`config.mk`:
```
export PLATFORM = sky130hd
export DESIGN_NAME = rtc_irq_top
export DESIGN_NICKNAME = d
export VERILOG_FILES = /design/src/rtl/rtc_irq_pkg.sv /design/src/rtl/rtc_irq_presc_edge.sv /design/src/rtl/rtc_irq_alarm.sv /design/src/rtl/rtc_irq_flag_bank.sv /design/src/rtl/rtc_irq_top.sv
export SDC_FILE = /design/constraint.sdc
export NUM_CORES = 1
export LEC_CHECK = 0
export BUFFER_PORTS_ARGS = -buffer_cell sky130_fd_sc_hd__buf_2
export CORE_ASPECT_RATIO = 1.1
export CORE_MARGIN = 2
export CORE_UTILIZATION = 40
export CTS_CLUSTER_SIZE = 10
export DETAILED_ROUTE_END_ITERATION = 6
export PLACE_DENSITY = 0.77
export RECOVER_POWER = 25
export SETUP_SLACK_MARGIN = 0.3
export SYNTH_ARGS = -nofsm -noshare
export SYNTH_HDL_FRONTEND = slang
export SYNTH_SLANG_ARGS = --single-unit
```
`constraint.sdc`:
```
create_clock -name clk -period 2.1 [get_ports clk]
set_clock_uncertainty 0.2 [all_clocks]
set_input_delay 0.21 -clock clk [delete_from_list [all_inputs] [get_ports clk]]
set_output_delay 0.21 -clock clk [all_outputs]
set_load 0.02 [all_outputs]
```
`src/rtl/rtc_irq_pkg.sv`:
```
package rtc_irq_pkg;
  localparam int NFLAG    = 13;
  localparam int PRESC_W  = 8;
  localparam int NSUB     = 5;
  localparam int F_SUB0   = 0;
  localparam int F_MIN    = 5;
  localparam int F_HOUR   = 6;
  localparam int F_DAY    = 7;
  localparam int F_ALM    = 8;
  localparam int F_SW100  = 9;
  localparam int F_SW10   = 10;
  localparam int F_SW1    = 11;
  localparam int F_TRIM   = 12;
  typedef logic [NFLAG-1:0] flag_vec_t;
endpackage

```
`src/rtl/rtc_irq_presc_edge.sv`:
```
module rtc_irq_presc_edge #(
  parameter int PRESC_W = 8,
  parameter int NTAP    = 5,
  parameter int SELW    = $clog2(PRESC_W),
  parameter logic [NTAP*SELW-1:0] TAPS = {3'd7, 3'd6, 3'd5, 3'd4, 3'd2}
) (
  input  logic               clk,
  input  logic               rst_n,
  input  logic               tick,
  input  logic [PRESC_W-1:0] presc,
  output logic [NTAP-1:0]    set_o
);
  logic [NTAP-1:0] tap_now;
  logic [NTAP-1:0] prev_q, prev_d;
  logic [NTAP-1:0] pend_q, pend_d;
  logic [NTAP-1:0] fall;
  logic            unused_presc_bits;

  assign unused_presc_bits = ^presc;

  generate
    for (genvar k = 0; k < NTAP; k++) begin : g_tap
      localparam int unsigned SEL = TAPS[k*SELW +: SELW];
      assign tap_now[k] = presc[SEL];
      assign fall[k]    = prev_q[k] & ~tap_now[k];
    end
  endgenerate

  always_comb begin
    prev_d = prev_q;
    pend_d = pend_q;
    set_o  = '0;
    if (tick) begin
      prev_d = tap_now;
      pend_d = fall;
      set_o  = pend_q;
    end
  end

  always_ff @(posedge clk or negedge rst_n) begin
    if (!rst_n) begin
      prev_q <= '0;
      pend_q <= '0;
    end else begin
      prev_q <= prev_d;
      pend_q <= pend_d;
    end
  end

  // periodic flags are only raised on a strobe
  p_set_on_tick_r2: assert property (@(posedge clk) disable iff (!rst_n)
    (set_o != '0) |-> tick);
endmodule

```
`src/rtl/rtc_irq_alarm.sv`:
```
module rtc_irq_alarm #(
  parameter int HOUR_W = 5,
  parameter int MIN_W  = 6,
  parameter int SEC_W  = 6
) (
  input  logic              clk,
  input  logic              rst_n,
  input  logic              tick,
  input  logic              mode12,
  input  logic              cur_pm,
  input  logic [HOUR_W-1:0] cur_hour,
  input  logic [MIN_W-1:0]  cur_min,
  input  logic [SEC_W-1:0]  cur_sec,
  input  logic              alm_pm,
  input  logic [HOUR_W-1:0] alm_hour,
  input  logic [MIN_W-1:0]  alm_min,
  input  logic [SEC_W-1:0]  alm_sec,
  output logic              set_o
);
  logic match;
  logic time_eq;
  logic pm_ok;
  logic seen_q, seen_d;
  logic pend_q, pend_d;

  always_comb begin
    time_eq = (cur_hour == alm_hour) && (cur_min == alm_min) && (cur_sec == alm_sec);
    pm_ok   = !mode12 || (cur_pm == alm_pm);
    match   = time_eq && pm_ok;
  end

  always_comb begin
    seen_d = seen_q;
    pend_d = pend_q;
    set_o  = 1'b0;
    if (tick) begin
      seen_d = match;
      pend_d = match && !seen_q;
      set_o  = pend_q;
    end
  end

  always_ff @(posedge clk or negedge rst_n) begin
    if (!rst_n) begin
      seen_q <= 1'b0;
      pend_q <= 1'b0;
    end else begin
      seen_q <= seen_d;
      pend_q <= pend_d;
    end
  end

  // an alarm set is never repeated in back-to-back cycles
  p_alarm_single_r6: assert property (@(posedge clk) disable iff (!rst_n)
    set_o |=> !set_o);
  // an alarm set follows a strobe that saw the match
  p_alarm_after_match_r6: assert property (@(posedge clk) disable iff (!rst_n)
    set_o |-> seen_q);
endmodule

```
`src/rtl/rtc_irq_flag_bank.sv`:
```
module rtc_irq_flag_bank #(
  parameter int N = 13
) (
  input  logic         clk,
  input  logic         rst_n,
  input  logic [N-1:0] set_i,
  input  logic         clr_wr,
  input  logic [N-1:0] clr_mask,
  input  logic [N-1:0] en,
  output logic [N-1:0] flags_o,
  output logic         irq_o
);
  logic [N-1:0] flags_q;
  logic [N-1:0] flags_d;

  generate
    for (genvar i = 0; i < N; i++) begin : g_flag
      logic clr_hit;
      always_comb begin
        clr_hit    = clr_wr & clr_mask[i];
        flags_d[i] = flags_q[i];
        if (clr_hit) flags_d[i] = 1'b0;
        if (set_i[i]) flags_d[i] = 1'b1;
      end
      always_ff @(posedge clk or negedge rst_n) begin
        if (!rst_n) flags_q[i] <= 1'b0;
        else        flags_q[i] <= flags_d[i];
      end
    end
  endgenerate

  assign flags_o = flags_q;
  assign irq_o   = |(flags_q & en);

  // a set event always leaves its flag high
  p_set_wins_r8: assert property (@(posedge clk) disable iff (!rst_n)
    (set_i != '0) |=> ((flags_q & $past(set_i)) == $past(set_i)));
  // cleared flags without a set are low afterwards
  p_clear_r7: assert property (@(posedge clk) disable iff (!rst_n)
    clr_wr |=> ((flags_q & $past(clr_mask & ~set_i)) == '0));
  // no write and no set keeps every flag
  p_hold_r7: assert property (@(posedge clk) disable iff (!rst_n)
    (!clr_wr && set_i == '0) |=> (flags_q == $past(flags_q)));
  // with nothing enabled and set the line is low
  p_irq_idle_r9: assert property (@(posedge clk) disable iff (!rst_n)
    ((flags_q & en) == '0) |-> !irq_o);
endmodule

```
`src/rtl/rtc_irq_top.sv`:
```
module rtc_irq_top
  import rtc_irq_pkg::*;
#(
  parameter int HOUR_W = 5,
  parameter int MIN_W  = 6,
  parameter int SEC_W  = 6
) (
  input  logic              clk,
  input  logic              rst_n,
  input  logic              tick256,
  input  logic [7:0]        presc,
  input  logic              sec_carry,
  input  logic              min_carry,
  input  logic              hour_carry,
  input  logic              sw100_pulse,
  input  logic              sw10_pulse,
  input  logic              sw1_pulse,
  input  logic              trim_done,
  input  logic              mode12,
  input  logic              cur_pm,
  input  logic [HOUR_W-1:0] cur_hour,
  input  logic [MIN_W-1:0]  cur_min,
  input  logic [SEC_W-1:0]  cur_sec,
  input  logic              alm_pm,
  input  logic [HOUR_W-1:0] alm_hour,
  input  logic [MIN_W-1:0]  alm_min,
  input  logic [SEC_W-1:0]  alm_sec,
  input  logic              clr_wr,
  input  logic [12:0]       clr_data,
  input  logic [12:0]       irq_en,
  output logic [12:0]       flags,
  output logic              irq
);
  localparam int SELW = $clog2(PRESC_W);

  logic [1:0]      rs_q;
  logic            rst_core_n;
  logic [NSUB-1:0] sub_set;
  logic            alm_set;
  flag_vec_t       set_vec;

  always_ff @(posedge clk or negedge rst_n) begin
    if (!rst_n) rs_q <= 2'b00;
    else        rs_q <= {rs_q[0], 1'b1};
  end
  assign rst_core_n = rs_q[1];

  rtc_irq_presc_edge #(
    .PRESC_W(PRESC_W),
    .NTAP   (NSUB),
    .SELW   (SELW),
    .TAPS   ({3'd7, 3'd6, 3'd5, 3'd4, 3'd2})
  ) u_presc (
    .clk  (clk),
    .rst_n(rst_core_n),
    .tick (tick256),
    .presc(presc),
    .set_o(sub_set)
  );

  rtc_irq_alarm #(
    .HOUR_W(HOUR_W),
    .MIN_W (MIN_W),
    .SEC_W (SEC_W)
  ) u_alarm (
    .clk     (clk),
    .rst_n   (rst_core_n),
    .tick    (tick256),
    .mode12  (mode12),
    .cur_pm  (cur_pm),
    .cur_hour(cur_hour),
    .cur_min (cur_min),
    .cur_sec (cur_sec),
    .alm_pm  (alm_pm),
    .alm_hour(alm_hour),
    .alm_min (alm_min),
    .alm_sec (alm_sec),
    .set_o   (alm_set)
  );

  always_comb begin
    set_vec                        = '0;
    set_vec[F_SUB0 +: NSUB]        = sub_set;
    set_vec[F_MIN]                 = sec_carry;
    set_vec[F_HOUR]                = min_carry;
    set_vec[F_DAY]                 = hour_carry;
    set_vec[F_ALM]                 = alm_set;
    set_vec[F_SW100]               = sw100_pulse;
    set_vec[F_SW10]                = sw10_pulse;
    set_vec[F_SW1]                 = sw1_pulse;
    set_vec[F_TRIM]                = trim_done;
  end

  rtc_irq_flag_bank #(.N(NFLAG)) u_bank (
    .clk     (clk),
    .rst_n   (rst_core_n),
    .set_i   (set_vec),
    .clr_wr  (clr_wr),
    .clr_mask(clr_data),
    .en      (irq_en),
    .flags_o (flags),
    .irq_o   (irq)
  );

  // the alarm source lands in its flag bit
  p_alarm_flag_r6: assert property (@(posedge clk) disable iff (!rst_core_n)
    alm_set |=> flags[F_ALM]);
  // a minute carry lands in the minute flag
  p_min_flag_r3: assert property (@(posedge clk) disable iff (!rst_core_n)
    sec_carry |=> flags[F_MIN]);
endmodule

```
Word level (Yosys, flattened, before mapping)
Cells that the tools add are included.
- flip-flop bits (word level): 27
- input port bits: 82
- output and inout port bits: 14
- logic and storage cells: 95
- equal/unequal tests: 4
- muxes and demuxes: 28
- bitwise logic cells: 24
- reductions and logical operators: 21
- operators by type and width (cell ; number):
    1-bit 2-to-1 mux ; 27
    2-bit nonzero test ; 13
    1-bit bitwise AND ; 18
    13-bit bitwise AND ; 1
    13-bit OR reduction ; 1
    6-bit == test ; 2
    5-bit == test ; 1
    5-bit 2-to-1 mux ; 1
    1-bit inverter ; 5
    1-bit logical AND ; 4
    1-bit logical NOT ; 2
    1-bit == test ; 1
    1-bit logical OR ; 1

Depth between registers and ports, before layout
- word-level depth: 5
- gate-level depth with buffers: 4
- mapped depth without buffers: 4

By module
Synthesis repeated with hierarchy kept, for this count alone.
- cell total of the unflattened synthesis: 123
- area total of the unflattened synthesis: 1332.5 µm²
- modules (own cells, without submodules) (module ; instances ; cells each ; area an instance (µm²) ; seq. area each (µm²)):
    rtc_irq_flag_bank ; 1 ; 48 ; 543.0 ; 325.3
    rtc_irq_presc_edge ; 1 ; 37 ; 441.7 ; 250.2
    rtc_irq_alarm ; 1 ; 35 ; 294.0 ; 50.0
    rtc_irq_top ; 1 ; 3 ; 53.8 ; 50.0

Least setup slack after synthesis
No wires, ideal clock.
- kind: reg-to-output
- from: register u_bank.flags_q[2] (netlist: u_bank.flags_o[2])
- to: output irq
- arrival: 1.128 ns
- required time: 1.690 ns
- slack: 0.562 ns
- stages on the path, launching flop included: 5
- path buffers: 0
- path through: dfrtp_1 a22oi_1 nand2_1 a221oi_1 nand3_1
- word-level cells in the longest chain between the ends: 2
- ends and longest elaborated chain (item ; line ; RTL):
    start, declared ; rtc_irq_flag_bank.sv:13 ; logic [N-1:0] flags_q;
    start signal, assigned by index ; rtc_irq_flag_bank.sv:27 ; else flags_q[i] <= flags_d[i];
    13-bit bitwise AND ; rtc_irq_flag_bank.sv:33 ; assign irq_o = |(flags_q & en);
    13-bit OR reduction ; rtc_irq_flag_bank.sv:33 ;
    end, declared ; rtc_irq_top.sv:32 ; output logic irq
No other way between the ends.

Worst setup path after layout
- from: register u_bank.flags_q[0] (netlist: u_bank.flags_o[0])
- to: output irq
Same word-level chain as after synthesis.

==> results by group <==
Logic synthesis
  – EDFF count, synth: 0
  – Post-synth top cells: 27 x dfrtp_1, 19 x nand2_1, 12 x inv_1
  – Top cells by area, synth: dfrtp_1 53%, nand2_1 5.6%, xor2_1 5.5%
  – Main combinational cell family by area after synthesis: compound AO/OA/AOI/OAI gates
  – Synthesized area per cell: approximately 11 um2
  – Mapped Cells: about 120
  – XOR/XNOR share of the synthesized area: 8.90%
  – Post-synthesis mux area share: 4.40%
  – Sequential area share after synthesis: 52.8%
  – Ys async rst share: between 90% and 100%
  – Simple-gate area share of the yosys netlist: 8.31%
  – Post-synthesis cell area: approximately 1300 um2
  – Primary FF master, synth: dfrtp_1
  – Post-synthesis compound-gate area fraction: 20.3%
  – Number of synthesized register bits: 27
  – Synth top area share: 52.8%
  – Ys Warns: 0
  – Mapped Nets: 200
  – Area leader, netlist: dfrtp_1
  – Most common cell in the netlist: dfrtp_1
  – Netlist cell types: 23
  – Adder and majority gate portion of the synthesized area: 0%

Die
  – Core area: 3050 um2
  – Initial Util: about two fifths
  – Die X: between 50 and 60 um
  – I/O Pins: 96
  – DIE AREA: 3670 um2
  – DIE HEIGHT: about 63 um
  – Num rows: 21

Drt
  – Via count: 1423
  – DRT Pass-1 Iters: 4
  – Post-route ant nets: 0
  – Mean routed wirelength per cell: 14.1 um
  – DRC viols: 0
  – Final wirelength: 3.94 mm
  – Initial DRC count: 39
  – Vias per cell: 5.10

Placement
  – Port Buffer Count: 92
  – Hpwl dp: between 2 and 2.5 mm
  – Gpl congestion: between 0.6 and 0.7
  – Post-Place Cells: 242

Global routing
  – Global route total overflow: 0
  – Pin count of the biggest net entering global routing: 26
  – Vias in the first global route: 1321
  – Total track usage: around a fifth
  – Global-route wire length before repair: around 5.8 mm
  – Initial antenna violation count: 0

Critical path
  – Crit-path max FO: 2
  – Cell Chain, Critical Path: a22oi_2 -> nand2_1 -> a221oi_2 -> nand3_1 -> buf_6
  – Required @ worst endpoint: 1.69 ns
  – Worst Setup Path Type: flop to output pin
  – CP endpoint kind: output pin
  – Slowest-stage cell, CP: dfrtp_1
  – Crit path DAT: 1.49 ns
  – Setup crit start kind: flop
  – Max incr delay on CP: 0.42 ns

Timing
  – Setup TNS: 0 ns
  – Fin. Hold Viols: 0
  – Post-layout min period: ~1.9 ns
  – Unrepaired setup endpoints after global routing: true
  – Final setup violation count: 0
  – Hold Slack: roughly 0.048 ns
  – Worst Tran Pin Value: approximately 1.3 ns
  – Crit share post-route: about nine tenths
  – Final Max Tran Viols: 0
  – Fmax: 0.525 GHz
  – Relative slew slack: 13.2%

Min path
  – HP Class: input port to flop

Power and ir drop
  – Leakage: 1.08 nW
  – Pwr dens: 539 nW/um2
  – Worst vdd rail ir drop: 451 uV
  – Post-layout power: 1.16 mW

Run status
  – Run status: completed

Final layout
  – Layout filler cell count: 212
  – Area grow syn2layout: 67.6%
  – Nets: around 330
  – Share of layout cells above drive strength 1: 46.5%
  – Multi-input logic area: 563 um2
  – Non-Filler Instances: 279
  – Sequential cell area: around 680 um2
  – # diodes: 0

Run
  – Max Cap Violations: 0

Clock network
  – Clk_lat worst skew: 0.32 ns
  – H-tree depth: 1
  – CTS Buf Count: 3
  – Root buf cell: clkbuf_4
  – Clock slew at reported path FFs: 0.13 ns
  – Clk buf depth: 2
  – CTS tree: done
  – CTS sink count: 27
==> per-stage QoR <==
stage                     worst slack (ns)  area [um2]  utilization [%]
after floorplan                      0.562        1280                -
final                                0.197        2150             70.4
after global routing                0.0983        2150             70.4
after detailed placement             0.521        1780             58.4
after global placement               0.523        1780             58.4
after CTS                            0.237        2120             69.5
==> worst max-delay path: cells and delay by family (launching register included) <==
family | cells | cell delay (ns)
flip-flops | 1 | 0.42
buffers and inverters | 1 | 0.17
AND/OR/NAND/NOR | 2 | 0.24
AO/OA/AOI/OAI | 2 | 0.34
==> state kept, by name, summed over array words and instances, names as in the netlist <==
register        flops
rs_q                2
u_alarm.seen_q      1
u_presc.pend_q      5
u_presc.prev_q      5
u_alarm.pend_q      1
u_bank.flags_o     13
==> repair_timing <==
action	4_1_cts	5_1_grt
endpoints found under the setup margin	1	1
buffers inserted	4	2
gates resized for setup	3	3
endpoints found under the hold margin	25	0
pin swaps	3	4
hold buffers	27	0
==> report_power, final <==
group	leakage, nW	total [mW]	switching [mW]	internal (mW)
Sequential	0.322	0.599	0.0331	0.566
Clock	0.0150	0.216	0.141	0.0744
Combinational	0.741	0.341	0.152	0.189
==> worst paths after layout <==
path	slack (ns)	cells after the start	startpoint	endpoint
max in group asynchronous	0.50	1	rs_q[1]$_DFF_PN0_	u_bank.flags_o[11]$_DFFE_PN0P_
worst max register to register	0.42	4	u_bank.flags_o[11]$_DFFE_PN0P_	u_bank.flags_o[11]$_DFFE_PN0P_
worst min register to register	0.17	0	rs_q[0]$_DFF_PN0_	rs_q[1]$_DFF_PN0_
min in group asynchronous	0.44	1	rs_q[1]$_DFF_PN0_	u_alarm.pend_q$_DFFE_PN0P_
worst max-delay path	0.20	5	u_bank.flags_o[0]$_DFFE_PN0P_	irq
worst min-delay path	0.05	4	tick256	u_alarm.seen_q$_DFFE_PN0P_
==> metal layers <==
metal	track usage (%)	routed length, um	vias to the layer above
met5	0	0	-
met4	6.98	83	0
met3	3.49	424	10
met2	38.4	1980	100
met1	22.8	1450	642
li1	-	-	671
==> layout by cell type (no fill, tap or decap), drive strengths merged <==
master	count
o221ai	1
o32ai	1
dfrtp	27
nand2	19
conb	1
nor4	1
a21o	7
or4	1
nand4	2
a22o	7
a221oi	3
mux2	5
o21ai	1
buf	99
dlygate4sd3	27
clkbuf	5
a222oi	2
inv	12
a22oi	2
xor2	8
xnor2	5
nand3	1
a211oi	1
o22ai	7
==> kinds of logic (layout without fill, tap and decap cells) <==
logic type | after synthesis | count (layout)
compound gates | 32 | 32
xor+xnor | 13 | 13
buf+inv | 16 | 143
flops | 27 | 27
mux | 5 | 5
other cells | 1 | 1
simple gates | 24 | 24
==> layout make-up <==
type | instances | area share (%)
Clock buffer | 4 | 1.22
Inverter | 12 | 2.10
Multi-Input combinational cell | 75 | 26.2
Sequential cell | 27 | 31.5
Tap cell | 34 | 1.98
Timing Repair Buffer | 127 | 37.0
Power figures use the tool's default switching activity.
